===== config.mk =====
export PLATFORM = sky130hd
export DESIGN_NAME = csws_ctrl
export DESIGN_NICKNAME = d
export VERILOG_FILES = /design/src/rtl/csws_pkg.sv /design/src/rtl/csws_bank_regs.sv /design/src/rtl/csws_decode.sv /design/src/rtl/csws_wait_timer.sv /design/src/rtl/csws_ctrl.sv
export SDC_FILE = /design/constraint.sdc
export NUM_CORES = 1
export LEC_CHECK = 0
export BUFFER_PORTS_ARGS = -buffer_cell sky130_fd_sc_hd__buf_2
export CAP_MARGIN = 25
export CORE_MARGIN = 1.5
export CORE_UTILIZATION = 25
export CTS_CLUSTER_DIAMETER = 30
export DETAILED_ROUTE_END_ITERATION = 6
export GPL_TIMING_DRIVEN = 0
export RECOVER_POWER = 100
export SLEW_MARGIN = 20
export SYNTH_ARGS = -nofsm -noshare
export SYNTH_HDL_FRONTEND = slang
export SYNTH_HIERARCHICAL = 1
export SYNTH_SLANG_ARGS = --single-unit

===== constraint.sdc =====
create_clock -name clk -period 14.3 [get_ports clk]
set_input_delay 4.29 -clock clk [delete_from_list [all_inputs] [get_ports clk]]
set_output_delay 4.29 -clock clk [all_outputs]
set_load 0.005 [all_outputs]

===== src/rtl/csws_pkg.sv =====
package csws_pkg;

  localparam int ADDR_W     = 32;
  localparam int TYPE_W     = 3;
  localparam int WAIT_W     = 5;
  localparam int SIZE_W     = 4;
  localparam int PORT_W     = 2;
  localparam int LANES      = 4;
  localparam int MIN_SHIFT  = 15;
  localparam int MAX_SIZE   = 13;

  typedef struct packed {
    logic              valid;
    logic [ADDR_W-1:0] base;
    logic [SIZE_W-1:0] size;
    logic [PORT_W-1:0] port;
    logic [TYPE_W-1:0] ttype;
    logic [TYPE_W-1:0] tmask;
    logic [WAIT_W-1:0] waits;
  } bank_cfg_t;

  // Address bits that must equal the base for a bank of the given size code
  function automatic logic [ADDR_W-1:0] region_mask(input logic [SIZE_W-1:0] size);
    logic [ADDR_W-1:0] m;
    m = '1;
    m = m << (MIN_SHIFT + int'(size));
    return m;
  endfunction

  // Byte lanes used by a transfer on a port of the given width
  function automatic logic [LANES-1:0] lane_pick(input logic [PORT_W-1:0] port,
                                                 input logic [1:0] xsize,
                                                 input logic [1:0] off);
    logic [LANES-1:0] l;
    unique case (port)
      2'd0: l = 4'b0001;
      2'd1: l = (xsize == 2'd0) ? (4'b0001 << off[0]) : 4'b0011;
      default: begin
        unique case (xsize)
          2'd0:    l = 4'b0001 << off;
          2'd1:    l = off[1] ? 4'b1100 : 4'b0011;
          default: l = 4'b1111;
        endcase
      end
    endcase
    return l;
  endfunction

endpackage


===== src/rtl/csws_bank_regs.sv =====
module csws_bank_regs
  import csws_pkg::*;
#(
  parameter int NUM_BANKS = 8,
  parameter int IDX_W     = 3,
  parameter int MAX_WAIT  = 20,
  parameter int BOOT_SIZE = 13,
  parameter int BOOT_PORT = 0
) (
  input  logic                      clk,
  input  logic                      rst_n,
  input  logic                      we,
  input  logic [IDX_W-1:0]          widx,
  input  bank_cfg_t                 wdata,
  output bank_cfg_t [NUM_BANKS-1:0] cfgs
);

  localparam logic [SIZE_W-1:0] BOOT_SZ = SIZE_W'(BOOT_SIZE);
  localparam logic [WAIT_W-1:0] WAIT_CAP = WAIT_W'(MAX_WAIT);
  localparam logic [SIZE_W-1:0] SIZE_CAP = SIZE_W'(MAX_SIZE);

  bank_cfg_t clamped;

  // Saturate the written fields once, shared by all banks
  always_comb begin
    clamped = wdata;
    if (wdata.waits > WAIT_CAP) clamped.waits = WAIT_CAP;
    if (wdata.size  > SIZE_CAP) clamped.size  = SIZE_CAP;
  end

  for (genvar g = 0; g < NUM_BANKS; g++) begin : g_bank
    bank_cfg_t cur_q, nxt;
    bank_cfg_t rst_val;

    if (g == 0) begin : g_boot
      assign rst_val = '{valid: 1'b1,
                         base:  region_mask(BOOT_SZ),
                         size:  BOOT_SZ,
                         port:  PORT_W'(BOOT_PORT),
                         ttype: '0,
                         tmask: '0,
                         waits: WAIT_CAP};
    end else begin : g_plain
      assign rst_val = '0;
    end

    always_comb begin
      nxt = cur_q;
      if (we && (widx == IDX_W'(g))) nxt = clamped;
    end

    always_ff @(posedge clk or negedge rst_n) begin
      if (!rst_n) cur_q <= rst_val;
      else        cur_q <= nxt;
    end

    assign cfgs[g] = cur_q;

    AST_WAIT_CAPPED: assert property (@(posedge clk) disable iff (!rst_n)
      cur_q.waits <= WAIT_CAP);
    AST_SIZE_CAPPED: assert property (@(posedge clk) disable iff (!rst_n)
      cur_q.size <= SIZE_CAP);
  end

endmodule


===== src/rtl/csws_decode.sv =====
module csws_decode
  import csws_pkg::*;
#(
  parameter int NUM_BANKS = 8,
  parameter int IDX_W     = 3
) (
  input  bank_cfg_t [NUM_BANKS-1:0] cfgs,
  input  logic [ADDR_W-1:0]         addr,
  input  logic [TYPE_W-1:0]         atype,
  output logic                      hit,
  output logic [IDX_W-1:0]          idx
);

  logic [NUM_BANKS-1:0] match;

  for (genvar g = 0; g < NUM_BANKS; g++) begin : g_cmp
    logic [ADDR_W-1:0] keep;
    logic              addr_ok;
    logic              type_ok;
    assign keep    = region_mask(cfgs[g].size);
    assign addr_ok = ((addr ^ cfgs[g].base) & keep) == '0;
    assign type_ok = ((atype ^ cfgs[g].ttype) & cfgs[g].tmask) == '0;
    assign match[g] = cfgs[g].valid && addr_ok && type_ok;
  end

  // Lowest-numbered match wins: scan downward so the last write is the lowest
  always_comb begin
    idx = '0;
    for (int i = NUM_BANKS - 1; i >= 0; i--) begin
      if (match[i]) idx = IDX_W'(i);
    end
  end

  assign hit = |match;

endmodule


===== src/rtl/csws_wait_timer.sv =====
module csws_wait_timer
  import csws_pkg::*;
#(
  parameter int MAX_WAIT = 20
) (
  input  logic              clk,
  input  logic              rst_n,
  input  logic              load,
  input  logic [WAIT_W-1:0] load_wait,
  output logic              busy,
  output logic              done
);

  logic              busy_q, busy_d;
  logic [WAIT_W-1:0] cnt_q, cnt_d;
  logic              cnt_en;

  always_comb begin
    busy_d = busy_q;
    cnt_d  = cnt_q;
    cnt_en = 1'b0;
    if (!busy_q) begin
      if (load) begin
        busy_d = 1'b1;
        cnt_d  = load_wait;
        cnt_en = 1'b1;
      end
    end else if (cnt_q == '0) begin
      busy_d = 1'b0;
    end else begin
      cnt_d  = cnt_q - 1'b1;
      cnt_en = 1'b1;
    end
  end

  always_ff @(posedge clk or negedge rst_n) begin
    if (!rst_n) begin
      busy_q <= 1'b0;
      cnt_q  <= '0;
    end else begin
      busy_q <= busy_d;
      if (cnt_en) cnt_q <= cnt_d;
    end
  end

  assign busy = busy_q;
  assign done = busy_q && (cnt_q == '0);

  AST_COUNT_BOUND: assert property (@(posedge clk) disable iff (!rst_n)
    busy_q |-> (cnt_q <= WAIT_W'(MAX_WAIT)));
  AST_COUNT_STEP: assert property (@(posedge clk) disable iff (!rst_n)
    (busy_q && cnt_q != '0) |=> (busy_q && cnt_q == $past(cnt_q) - 1'b1));
  AST_DONE_RELEASE: assert property (@(posedge clk) disable iff (!rst_n)
    done |=> !busy_q);

endmodule


===== src/rtl/csws_ctrl.sv =====
module csws_ctrl
  import csws_pkg::*;
#(
  parameter int NUM_BANKS = 8,
  parameter int MAX_WAIT  = 20,
  parameter int BOOT_SIZE = 13,
  parameter int BOOT_PORT = 0,
  localparam int IDX_W    = (NUM_BANKS > 1) ? $clog2(NUM_BANKS) : 1
) (
  input  logic                 clk,
  input  logic                 rst_n,
  input  logic                 cfg_we,
  input  logic [IDX_W-1:0]     cfg_idx,
  input  logic                 cfg_valid,
  input  logic [ADDR_W-1:0]    cfg_base,
  input  logic [SIZE_W-1:0]    cfg_size,
  input  logic [PORT_W-1:0]    cfg_port,
  input  logic [TYPE_W-1:0]    cfg_type,
  input  logic [TYPE_W-1:0]    cfg_tmask,
  input  logic [WAIT_W-1:0]    cfg_wait,
  input  logic                 bus_start,
  input  logic [ADDR_W-1:0]    bus_addr,
  input  logic [TYPE_W-1:0]    bus_type,
  input  logic                 bus_rd,
  input  logic [1:0]           bus_size,
  output logic [NUM_BANKS-1:0] cs_n,
  output logic [LANES-1:0]     be_n,
  output logic                 oe_n,
  output logic                 ack
);

  // Reset: asserted asynchronously, released on the clock
  logic [1:0] rsync_q;
  logic       rst_i_n;

  always_ff @(posedge clk or negedge rst_n) begin
    if (!rst_n) rsync_q <= 2'b00;
    else        rsync_q <= {rsync_q[0], 1'b1};
  end
  assign rst_i_n = rsync_q[1];

  bank_cfg_t [NUM_BANKS-1:0] cfgs;
  bank_cfg_t                 wdata;

  assign wdata = '{valid: cfg_valid, base: cfg_base, size: cfg_size,
                   port: cfg_port, ttype: cfg_type, tmask: cfg_tmask,
                   waits: cfg_wait};

  csws_bank_regs #(
    .NUM_BANKS(NUM_BANKS), .IDX_W(IDX_W), .MAX_WAIT(MAX_WAIT),
    .BOOT_SIZE(BOOT_SIZE), .BOOT_PORT(BOOT_PORT)
  ) u_regs (
    .clk(clk), .rst_n(rst_i_n), .we(cfg_we), .widx(cfg_idx),
    .wdata(wdata), .cfgs(cfgs)
  );

  logic             hit;
  logic [IDX_W-1:0] hit_idx;

  csws_decode #(.NUM_BANKS(NUM_BANKS), .IDX_W(IDX_W)) u_dec (
    .cfgs(cfgs), .addr(bus_addr), .atype(bus_type), .hit(hit), .idx(hit_idx)
  );

  logic busy, done, accept;
  assign accept = bus_start && hit && !busy;

  csws_wait_timer #(.MAX_WAIT(MAX_WAIT)) u_tmr (
    .clk(clk), .rst_n(rst_i_n), .load(accept),
    .load_wait(cfgs[hit_idx].waits), .busy(busy), .done(done)
  );

  // Transfer attributes captured at acceptance
  logic [IDX_W-1:0] sel_q, sel_d;
  logic [LANES-1:0] lanes_q, lanes_d;
  logic             rd_q, rd_d;

  always_comb begin
    sel_d   = hit_idx;
    lanes_d = lane_pick(cfgs[hit_idx].port, bus_size, bus_addr[1:0]);
    rd_d    = bus_rd;
  end

  always_ff @(posedge clk or negedge rst_i_n) begin
    if (!rst_i_n) begin
      sel_q   <= '0;
      lanes_q <= '0;
      rd_q    <= 1'b0;
    end else if (accept) begin
      sel_q   <= sel_d;
      lanes_q <= lanes_d;
      rd_q    <= rd_d;
    end
  end

  always_comb begin
    cs_n = '1;
    if (busy) cs_n[sel_q] = 1'b0;
  end

  assign be_n = busy ? ~lanes_q : '1;
  assign oe_n = !(busy && rd_q);
  assign ack  = done;

  AST_ONE_SELECT: assert property (@(posedge clk) disable iff (!rst_i_n)
    $onehot0(~cs_n));
  AST_ACK_IN_SELECT: assert property (@(posedge clk) disable iff (!rst_i_n)
    ack |-> !(&cs_n));
  AST_SELECT_DROPS: assert property (@(posedge clk) disable iff (!rst_i_n)
    ack |=> (&cs_n));
  AST_IDLE_LANES: assert property (@(posedge clk) disable iff (!rst_i_n)
    (&cs_n) |-> ((&be_n) && oe_n));
  AST_HOLD_BANK: assert property (@(posedge clk) disable iff (!rst_i_n)
    (busy && !ack) |=> $stable(cs_n));

endmodule


Yosys cells after proc, flatten, opt, wreduce, memory -nomap -nowiden:

Index checks and enable logic that the tools add are counted.

* add/subtract/negate cells: 9
* magnitude comparators: 5
* equal/unequal tests: 10
* shifts and indexed selects: 10
* mux-type cells: 26
* bitwise gates (word level): 34
* reduce and logical (&&, ||, !) cells: 54

Operators with widths (number)
* 32-bit AND: 8
* 32-bit logical NOT: 8
* 32-bit by 32-bit << shifter with 32-bit output, first input constant: 8
* 32-bit XOR: 8
* 50-bit binary-select mux with 3-bit select: 1
* 4-bit by 4-bit adder with 5-bit output, first input constant: 8
* 1-bit logical AND: 29
* 3-bit logical NOT: 9
* 3-bit AND: 8
* 3-bit two-way mux: 8
* 3-bit XOR: 8
* 5-bit two-way mux: 4
* 4-bit two-way mux: 4
* 4-bit case mux with 2 select lines: 2
* 13-bit two-way mux: 1
* 3-bit equality test, second input constant: 4
* 3-bit by 4-bit less-than comparator with 1-bit output, second input constant: 2
* 8-bit two-way mux: 1
* 8-bit NOT: 1
* 8-bit OR reduction: 1
* 3-bit by 2-bit equality test with 1-bit output, second input constant: 2
* 5-bit greater-than comparator, second input constant: 1
* 5-bit logical NOT: 1
* 5-bit by 1-bit subtractor with 5-bit output, second input constant: 1
* other kinds (14): 20

* register bits after elaboration: 416
* bits of input ports: 95
* output and inout port bits: 14

Depth between registers and ports, before layout:

Gate-level depths: netlist of run 1.

* depth in word-level cells: 18
* mapped depth: 20

Modules after synthesis:

The synthesis of run 1 kept the hierarchy.

Modules (own cells, without submodules)
* csws_bank_regs: times used 1, cells each 1294, area an instance 15328.5 µm², seq. area each 10022.1 µm²
* csws_decode: times used 1, cells each 894, area an instance 6227.2 µm², seq. area each 0.0 µm²
* csws_ctrl: times used 1, cells each 86, area an instance 949.7 µm², seq. area each 250.2 µm²
* csws_wait_timer: times used 1, cells each 37, area an instance 371.6 µm², seq. area each 150.1 µm²

Least setup slack after synthesis of run 1:

No wires, ideal clock.

* path type: in2reg
* start point: in bus_type[1]
* end point: reg u_tmr.cnt_q[1]
* arrival: 7.725 ns
* data required time: 14.159 ns
* setup slack: 6.434 ns
* stages: 16
* cells stage by stage: clkbuf_1 xor2_1 a222oi_1 nand3_1 or4_1 or4_1 nand2b_1 o221ai_1 o2bb2ai_1 buf_6 buf_6 mux4_2 mux2_2 mux2_2 o22ai_1 a31oi_1

* word-level cells in the longest chain between the ends: 16

Ends and longest elaborated chain
* start, declared: line csws_ctrl.sv:23 `input logic [TYPE_W-1:0] bus_type,`
* 3-bit XOR: line csws_decode.sv:22 `assign type_ok = ((atype ^ cfgs[g].ttype) & cfgs[g].tmask) == '0;`
* 3-bit AND: line csws_decode.sv:22
* 3-bit logical NOT: line csws_decode.sv:22
* 1-bit logical AND: line csws_decode.sv:23 `assign match[g] = cfgs[g].valid && addr_ok && type_ok;`
* 3-bit two-way mux (7 in series): line csws_decode.sv:30 `if (match[i]) idx = IDX_W'(i);`
* 3-bit two-way mux *: line csws_decode.sv:30
* via hit_idx[0]: line csws_ctrl.sv:58 `logic [IDX_W-1:0] hit_idx;`
* 50-bit binary-select mux with 3-bit select *: line csws_ctrl.sv:69 `.load_wait(cfgs[hit_idx].waits), .busy(busy), .done(done)`
* 13-bit two-way mux *
* 5-bit two-way mux *: line csws_wait_timer.sv:23 `if (load) begin`
* 5-bit two-way mux *: line csws_wait_timer.sv:22 `if (!busy_q) begin`
* end signal, assigned: line csws_wait_timer.sv:42 `if (cnt_en) cnt_q <= cnt_d;`
* end, declared: line csws_wait_timer.sv:15 `logic [WAIT_W-1:0] cnt_q, cnt_d;`

The timed path passes the listed nets; every way through them passes the cells marked *. The select of a mux whose other input is x is not followed.
A chain may end at the register's enable or synchronous reset.

Final worst setup path of run 1:

* start point: in bus_addr[31]
* end point: reg u_tmr.cnt_q[1]

* word-level cells in the longest chain between the ends: 17

Ends and longest elaborated chain
* start, declared: line csws_ctrl.sv:22 `input logic [ADDR_W-1:0] bus_addr,`
* 32-bit XOR: line csws_decode.sv:21 `assign addr_ok = ((addr ^ cfgs[g].base) & keep) == '0;`
* 32-bit AND: line csws_decode.sv:21
* 32-bit logical NOT: line csws_decode.sv:21
* 1-bit logical AND (2 in series): line csws_decode.sv:23
* 3-bit two-way mux (7 in series): line csws_decode.sv:30
* 3-bit two-way mux *: line csws_decode.sv:30
* via hit_idx[0]: line csws_ctrl.sv:58
* 50-bit binary-select mux with 3-bit select *: line csws_ctrl.sv:69
* 13-bit two-way mux *
* 5-bit two-way mux *: line csws_wait_timer.sv:23
* 5-bit two-way mux *: line csws_wait_timer.sv:22

Marked as above.

==> impl.org, run 1 <==
** Run status
- The flow ran to the end, but the final reports show violations.
- The final reports fail on max-capacitance violations, max-slew violations.

** Route
- Detailed-routing iteration count for the pre-antenna-repair pass :: 6
- Detailed-route wire length :: 79510 µm
- The first routing iteration left about 1500 violations.
- Across all layers, the routed design uses about 18000 vias.
- After detailed routing, the number of vias per cell comes to 4.821.
- Number of routed nets with antenna violations :: 0
- After detailed routing, the number of remaining DRC violations is 0.
- Dividing the detail-routed wire length by the instance count gives roughly 21 µm.

** GRT
- Entering global routing, the biggest net connects 56 pins.
- Global route overflow :: 0
- Number of global-route vias before repair :: around 18000
- The first global-routing pass estimated 118300 µm of wire.
- Antenna violations before repair :: 7
- For this run, the total global-route usage over all layers was measured as 0.1705.

** STA
- At the pin with the least slew margin, the transition time is 3.009 ns.
- Fin crit period :: roughly 9.4 ns
- In the finished design, the share of the clock period the worst path needs comes to 0.6564.
- Worst max-slew margin expressed relative to the limit :: -1.006
- Largest clock skew in the final design :: 0.03197 ns
- The final number of hold-violating endpoints was 0.
- The max-slew violation count came to 433.
- Min Hold Slack :: 0.3545 ns
- Setup violations remaining at the end of the flow were counted as 0.
- Peak Freq :: 0.1065 GHz
- Setup repair after global routing left no endpoint under its margin.

** Logic synthesis
- Netlist Area Pre-Place :: 0.02270 mm²
- Synthesis produced 2301 cells.
- The number of nets in the synthesized netlist is 2427.
- The Yosys step of the flow raised 6 warnings.
- In this run the mean area of a mapped cell was 9.863 µm².

** Clock network
- In this run the number of H-tree levels came out at 3.
- TritonCTS built the clock tree.
- Latest clock arrival within the worst-skew pair :: 0.65 ns
- The tree is rooted in a sky130_fd_sc_hd__clkbuf_16.
- Buffers inserted during clock tree synthesis total slightly below 100.
- Setup Fix Bufs, Post-CTS :: 0
- Number of instances resized during post-cts repair :: 0
- CTS clock-pin slew for the worst setup and hold paths :: around 0.040 ns
- Buffers from clock root to sink, at most :: 3
- Clock sinks :: 411
- Hold-fix buffer count after cts :: 0

** Hold path
- Hold Path Class :: reg2reg

** Placed design
- Detailed placement ended at an HPWL of 57880 µm.
- Routability-driven placement congestion ratio :: 0.9433
- During placement, the flow inserted port buffers numbering 73.

** Worst setup path
- By startpoint and endpoint, the worst setup path is classified as in2reg.
- Crit-path max FO :: 10
- Startpoint type of the worst setup path :: input port
- Data on the critical path arrives at its endpoint at about 10 ns.
- Required time at the worst-slack endpoint :: 14.79 ns
- Endpoint class of the critical path :: flip-flop

** Job
- Total of max-cap violations :: 9

** Die
- From bottom edge to top edge, the die measures 304.3 µm.
- Die Area :: 0.09260 mm²
- Placeable core region :: between 0.09 and 0.1 mm²
- Die X-Extent :: 304.3 µm
- Row generation in the floorplan step produced 110 rows.
- The initial utilization of the core area, before any placement, comes to 0.2521.
- 109 I/O pins were placed.

** Layout
- Antenna diode count :: 0
- The final layout contains 2607 nets.
- Share of post-route cells with drive strength above 1 :: 0.1537
- Area growth, synth to finish :: 21.93%
- Final Util :: 0.3074

** Power
- Power density normalized to cell area :: 182.9 mW/mm²
- In this run the static leakage power is roughly 12 nW.
- Across the VDD grid, the largest voltage drop is 0.00008981 V.
-- metal layers --
metal | track usage | share of wire | up-vias | wire length (µm)
li1 | - | - | 8179 | -
met1 | 0.2128 | 0.40 | 9036 | 32110
met2 | 0.2810 | 0.48 | 632 | 37970
met3 | 0.03057 | 0.066 | 172 | 5278
met4 | 0.08919 | 0.052 | 8 | 4100
met5 | 0 | 0.00062 | - | 49
-- report_power, final --
group          switching, mW  total (mW)  internal, mW
registers              0.178        1.58          1.41
clock network          0.747        2.37          1.62
logic                  0.664        1.11         0.447
total                   1.59        5.06          3.47
-- cells in the final DEF (no fill, tap or decap), types with 13 or more instances in the layout --
cell type / n
sky130_fd_sc_hd__mux2_2: 70
sky130_fd_sc_hd__o21ai_0: 111
sky130_fd_sc_hd__nor2_1: 54
sky130_fd_sc_hd__dfrtp_1: 401
sky130_fd_sc_hd__clkbuf_16: 98
sky130_fd_sc_hd__ha_1: 31
sky130_fd_sc_hd__clkbuf_8: 17
sky130_fd_sc_hd__a21oi_1: 59
sky130_fd_sc_hd__nand2b_1: 23
sky130_fd_sc_hd__clkinv_2: 15
sky130_fd_sc_hd__xnor2_1: 106
sky130_fd_sc_hd__xor2_1: 177
sky130_fd_sc_hd__nor3_1: 17
sky130_fd_sc_hd__mux2_1: 103
sky130_fd_sc_hd__nor2b_1: 23
sky130_fd_sc_hd__clkbuf_1: 115
sky130_fd_sc_hd__nand3_1: 16
sky130_fd_sc_hd__inv_1: 56
sky130_fd_sc_hd__nand2_1: 648
sky130_fd_sc_hd__a22oi_1: 24
sky130_fd_sc_hd__nand4_1: 18
sky130_fd_sc_hd__buf_2: 92
sky130_fd_sc_hd__bufinv_16: 15
sky130_fd_sc_hd__o22ai_1: 15
sky130_fd_sc_hd__a31oi_1: 13
-- path summary, 6_finish.rpt --
| check | from | endpoint | slack (ns) | depth (start not counted) |
|---|---|---|---|---|
| worst max-delay path | bus_addr[31] | u_tmr/cnt_q[1] | 4.91 | 16 |
| worst min-delay path | rsync_q[0] | rsync_q[1] | 0.35 | 0 |
| worst max register to register | rsync_q[1] | u_regs/cfgs[288] | 7.80 | 2 |
| worst min register to register | rsync_q[0] | rsync_q[1] | 0.35 | 0 |
| max in group asynchronous | rsync_q[1] | u_regs/cfgs[288] | 7.80 | 2 |
| min in group asynchronous | rsync_q[1] | u_regs/cfgs[224] | 0.72 | 0 |
-- registers in the layout, indices dropped and copies added, names as in the netlist --
register / flops
sel_q: 3
lanes_q: 4
u_tmr/busy: 1
u_regs/cfgs: 395
rsync_q: 2
rd_q: 1
u_tmr/cnt_q: 5
-- final cells by class --
type	instances	area (µm²)
Sequential cell	411	10300
Clock inverter	57	820.8
Multi-Input combinational cell	1702	11160
Buffer	132	603.1
Timing Repair Buffer	81	387.9
Inverter	56	210.2
Tap cell	1176	1471
Clock buffer	124	2720
Fill cell	9422	62340
-- per-stage QoR --
step	cell area [µm²]	total power, mW	setup TNS [ns]	cells	worst slack, ns
floorplan	22700	2.357	0	2301	2.014
global placement	24530	2.697	-1332.10	3550	-3.377
detailed placement	24750	2.720	0	3558	4.968
CTS	28290	5.110	0	3739	5.624
global route	27670	5.287	0	3739	4.571
finish	27670	5.061	0	3739	4.914
-- worst max-delay path, cell delays in order --
cell,delay (ns)
sky130_fd_sc_hd__clkbuf_1,0.54
sky130_fd_sc_hd__xor2_1,0.16
sky130_fd_sc_hd__a211oi_1,0.65
sky130_fd_sc_hd__nand3_1,0.22
sky130_fd_sc_hd__a2111oi_0,0.48
sky130_fd_sc_hd__nand4_1,0.32
sky130_fd_sc_hd__nand2b_1,0.25
sky130_fd_sc_hd__o221ai_1,0.20
sky130_fd_sc_hd__o2bb2ai_1,0.20
sky130_fd_sc_hd__clkbuf_1,0.39
sky130_fd_sc_hd__clkbuf_1,0.78
sky130_fd_sc_hd__mux4_2,0.62
sky130_fd_sc_hd__mux2_2,0.29
sky130_fd_sc_hd__mux2_2,0.26
sky130_fd_sc_hd__o22ai_1,0.14
sky130_fd_sc_hd__a31oi_1,0.05
Power figures use the tool's default switching activity.
==> run 2: changes to the inputs <==
==> constraint.sdc (replaced) <==
create_clock -name clk -period 8.4 [get_ports clk]
set_input_delay 2.52 -clock clk [delete_from_list [all_inputs] [get_ports clk]]
set_output_delay 2.52 -clock clk [all_outputs]
set_load 0.005 [all_outputs]
==> run 2 against run 1 <==
Compared with the run above:
- the flow still finishes with violations (max-capacitance violations, max-slew violations)
- final area barely moved
- count of clock-buffer cells in the layout shrank 1
- non-clock buffer count is 4 higher
- die area did not move
- register-to-register slack worse by 5.4 ns
- final cell count is 0.27% higher
- critical path depth unchanged
- core utilization hardly changed
- first-iteration DRC count increased by 2.3%
- sequential share of layout area hardly changed
- combinational power rose by 72%
- critical endpoint unchanged
==> impl.org, run 2 (same netlist as run 1, synthesis figures left out) <==
** Layout
- The flip-flop count of the largest register, all copies and words added is 395 (unchanged).
- The number of filler cells placed in the layout is 9366 (-0.59%).
- The footprint of the flip-flops and latches is 0.01030 mm² (unchanged).
- Share of post-route cells with drive strength above 1 :: 0.1564 (+0.002633)
- The multi-input logic area is 0.01117 mm² (about the same).
- Highest-count cells in the layout ignoring fill and taps :: sky130_fd_sc_hd__nand2_1, sky130_fd_sc_hd__dfrtp_1, sky130_fd_sc_hd__xor2_1
- The relative area change from synthesis to final layout came to 21.97% (about the same).
- Cell area after layout :: 0.02768 mm² (about the same)
- Final Util :: 0.3075 (about the same)
- Post-route non-filler standard cell count :: 3749 (+0.27%)
- The total number of nets in the final design is 2612 (+0.19%).
- Most common cell after layout, fill and taps aside :: sky130_fd_sc_hd__nand2_1

** Power
- The total power came to 8.499 mW (+68%).
- The largest voltage drop on the vdd net is 0.0001535 V (+71%).
- The cell leakage power came to 12.38 nW (-0.23%).
- The cell internal power dissipation was 5.808 mW (+67%).
- Combinational cell fraction of total power :: 0.225 (+0.005)
- Sequential cell fraction of total power :: 0.318 (+0.005)
- The net load switching power came to 2.690 mW (+69%).
- Power density normalized to cell area :: 307.0 mW/mm² (+68%)
- The clock share of power came to 0.458 (-0.009).
- Switching fraction of total power :: 0.3166 (+0.002664)

** STA
- Peak Freq :: about 0.13 GHz
- Final critical-path share of the clock period :: 0.9002
- The number of endpoints failing setup at the final stage was 0 (unchanged).
- Final WS setup :: 0.8386 ns (-4.075 ns)
- The maximum clock skew at final layout came to 0.02988 ns (-0.002090 ns).
- The remaining max-slew budget at the tightest pin is -1.106 (-0.1001).
- Measured slew at the worst slew-check pin :: 3.159 ns (+0.1501 ns)
- The total negative setup slack was 0 ns (unchanged).
- Final Slew Violations :: 267 (-38%)
- Setup repair after global routing left no endpoint under its margin.
- The worst path needs 7.561 ns of the cycle, external delays included.
- Final-report hold violation count :: 0 (unchanged)
- The worst hold slack across all endpoints came to 0.3500 ns (-0.004481 ns).

** GRT
- The total congestion overflow is 0 (unchanged).
- Number of global-route vias before repair :: 18229 (+0.71%)
- Aggregate global-route resource usage :: 0.1719 (+0.001378)
- The wire length of the first global-routing pass was 119000 µm (+0.59%).
- The largest net degree at the start of global routing is 56 (unchanged).
- Antenna violations before repair :: 6 (-1)

** Clock network
- Clock sinks :: 411 (unchanged)
- The clock-pin slew on the worst setup and hold paths was 0.04 ns (about the same).
- Clock tree from TritonCTS :: yes
- The number of buffers inserted by hold repair at cts came to 0 (unchanged).
- Buffers from clock root to sink, at most :: 3 (unchanged)
- The tree is rooted in a sky130_fd_sc_hd__clkbuf_16.
- Maximum level of the CTS H-tree :: 3 (unchanged)
- The clock latency on the worst-skew pair is 0.65 ns (about the same).
- Number of buffers created by CTS :: 98 (+1.0%)
- Setup Fix Bufs, Post-CTS :: 0 (unchanged)
- The post-cts resize count came to 0 (unchanged).

** Die
- The area of the die was 0.09260 mm² (unchanged).
- The core outline area came to 0.09001 mm² (unchanged).
- Starting utilization of the core area :: 0.2521 (unchanged)
- Number of core rows :: 110 (unchanged)
- Die X-Extent :: 304.3 µm (unchanged)
- The die boundary height came to 304.3 µm (unchanged).
- Top-level I/O count :: 109 (unchanged)

** Placed design
- The worst setup slack before clock tree synthesis was 0.7619 ns (-4.206 ns).
- The routability-driven placement congestion ratio was 0.9245 (-2.0%).
- Number of buffers inserted by port buffering :: 73 (unchanged)
- Cell area reported after detailed placement :: 0.02477 mm² (+0.11%)
- Sum of net half-perimeters after detailed placement :: 58680 µm (+1.4%)
- The number of cells in the design after placement is 3560 (+0.056%).

** Job
- The count of maximum capacitance violations was 7 (-2).

** Route
- The number of design-rule violations left by the first detailed-router iteration came to 1536 (+2.3%).
- The post-detailed-routing wire length is 80290 µm (+0.98%).
- The number of iterations in the first detailed-routing pass is 5 (-1).
- Number of vias per cell :: 4.796 (-0.53%)
- Number of routed nets with antenna violations :: 0 (unchanged)
- Remaining DRCs :: 0 (unchanged)
- Vias :: 17980 (-0.26%)
- Average wire per cell in the routed design :: 21.42 µm (+0.71%)

** Worst setup path
- The worst setup path is of the in2reg kind.
- Endpoint class of the critical path :: flip-flop
- Required time at the worst-slack endpoint :: 8.88 ns (-5.91 ns)
- The arrival time at the worst endpoint came to 8.04 ns (-1.84 ns).
- Startpoint type of the worst setup path :: input port
- The largest fanout of any net on the critical path came to 10 (unchanged).

** Run status
- Failing checks :: max-capacitance violations, max-slew violations
- The run finished, with violations left.

** Hold path
- The path class of the tightest hold or removal check is reg2async.
-- run 2: cell count changes in the layout (fill, tap and decap cells not counted), sizes merged --
cell / before / now
buf: 106 / 113
clkbuf: 231 / 227
clkinvlp: 9 / 13
clkinv: 27 / 30
bufinv: 15 / 13
diode: 0 / 2
-- run 2: path summary, 6_finish.rpt --
check	startpoint	endpoint	slack, ns	depth (start not counted)
worst min-delay path	rsync_q[1]	u_regs/cfgs[222]	0.35	0
worst min register to register	rsync_q[1]	u_regs/cfgs[222]	0.35	0
worst max-delay path	bus_addr[10]	u_tmr/cnt_q[1]	0.84	16
min in group clk	rsync_q[0]	rsync_q[1]	0.35	0
max in group asynchronous	rsync_q[1]	u_tmr/cnt_q[2]	2.40	3
worst max register to register	rsync_q[1]	u_tmr/cnt_q[2]	2.40	3
-- run 2: worst max-delay path, stage by stage --
cell                       delay, ns
sky130_fd_sc_hd__clkbuf_1       0.55
sky130_fd_sc_hd__xor2_1         0.14
sky130_fd_sc_hd__nor4_1         0.70
sky130_fd_sc_hd__nor3_1         0.09
sky130_fd_sc_hd__or4_1          0.54
sky130_fd_sc_hd__a211o_1        0.30
sky130_fd_sc_hd__o31ai_1        0.57
sky130_fd_sc_hd__nand3_1        0.15
sky130_fd_sc_hd__a31oi_1        0.20
sky130_fd_sc_hd__clkbuf_1       0.50
sky130_fd_sc_hd__clkbuf_1       0.62
sky130_fd_sc_hd__mux4_2         0.42
sky130_fd_sc_hd__mux2_2         0.29
sky130_fd_sc_hd__mux2_2         0.26
sky130_fd_sc_hd__o22ai_1        0.14
sky130_fd_sc_hd__a31oi_1        0.06
-- run 2: routing by layer --
metal	GRT usage	vias to the layer above	routed length, µm
met5	0	-	46
met4	0.07267	6	3187
met3	0.03078	165	4756
met2	0.2894	572	38520
met1	0.2160	9036	33780
li1	-	8201	-
-- run 2: cell type report --
| cell class | count | share of cell area |
|---|---|---|
| plain buffers | 132 | 0.02224 |
| inverters | 56 | 0.007594 |
| clock buffers | 123 | 0.09637 |
| repair buffers | 85 | 0.01790 |
| multi-input cells | 1702 | 0.4035 |
| clock inverters | 62 | 0.02712 |
| well taps | 1176 | 0.05315 |
| diodes | 2 | 0.0001808 |
| flip-flops and latches | 411 | 0.3720 |
-- run 2: power groups by stage --
stage / registers, mW / logic [mW] / clock network [mW]
after CTS: 2.70 / 1.94 / 3.93
after floorplan: 2.67 / 1.34 / 0
final: 2.70 / 1.91 / 3.89
after global routing: 2.75 / 2.08 / 4.04
after detailed placement: 2.72 / 1.92 / 0
after global placement: 2.75 / 1.86 / 0
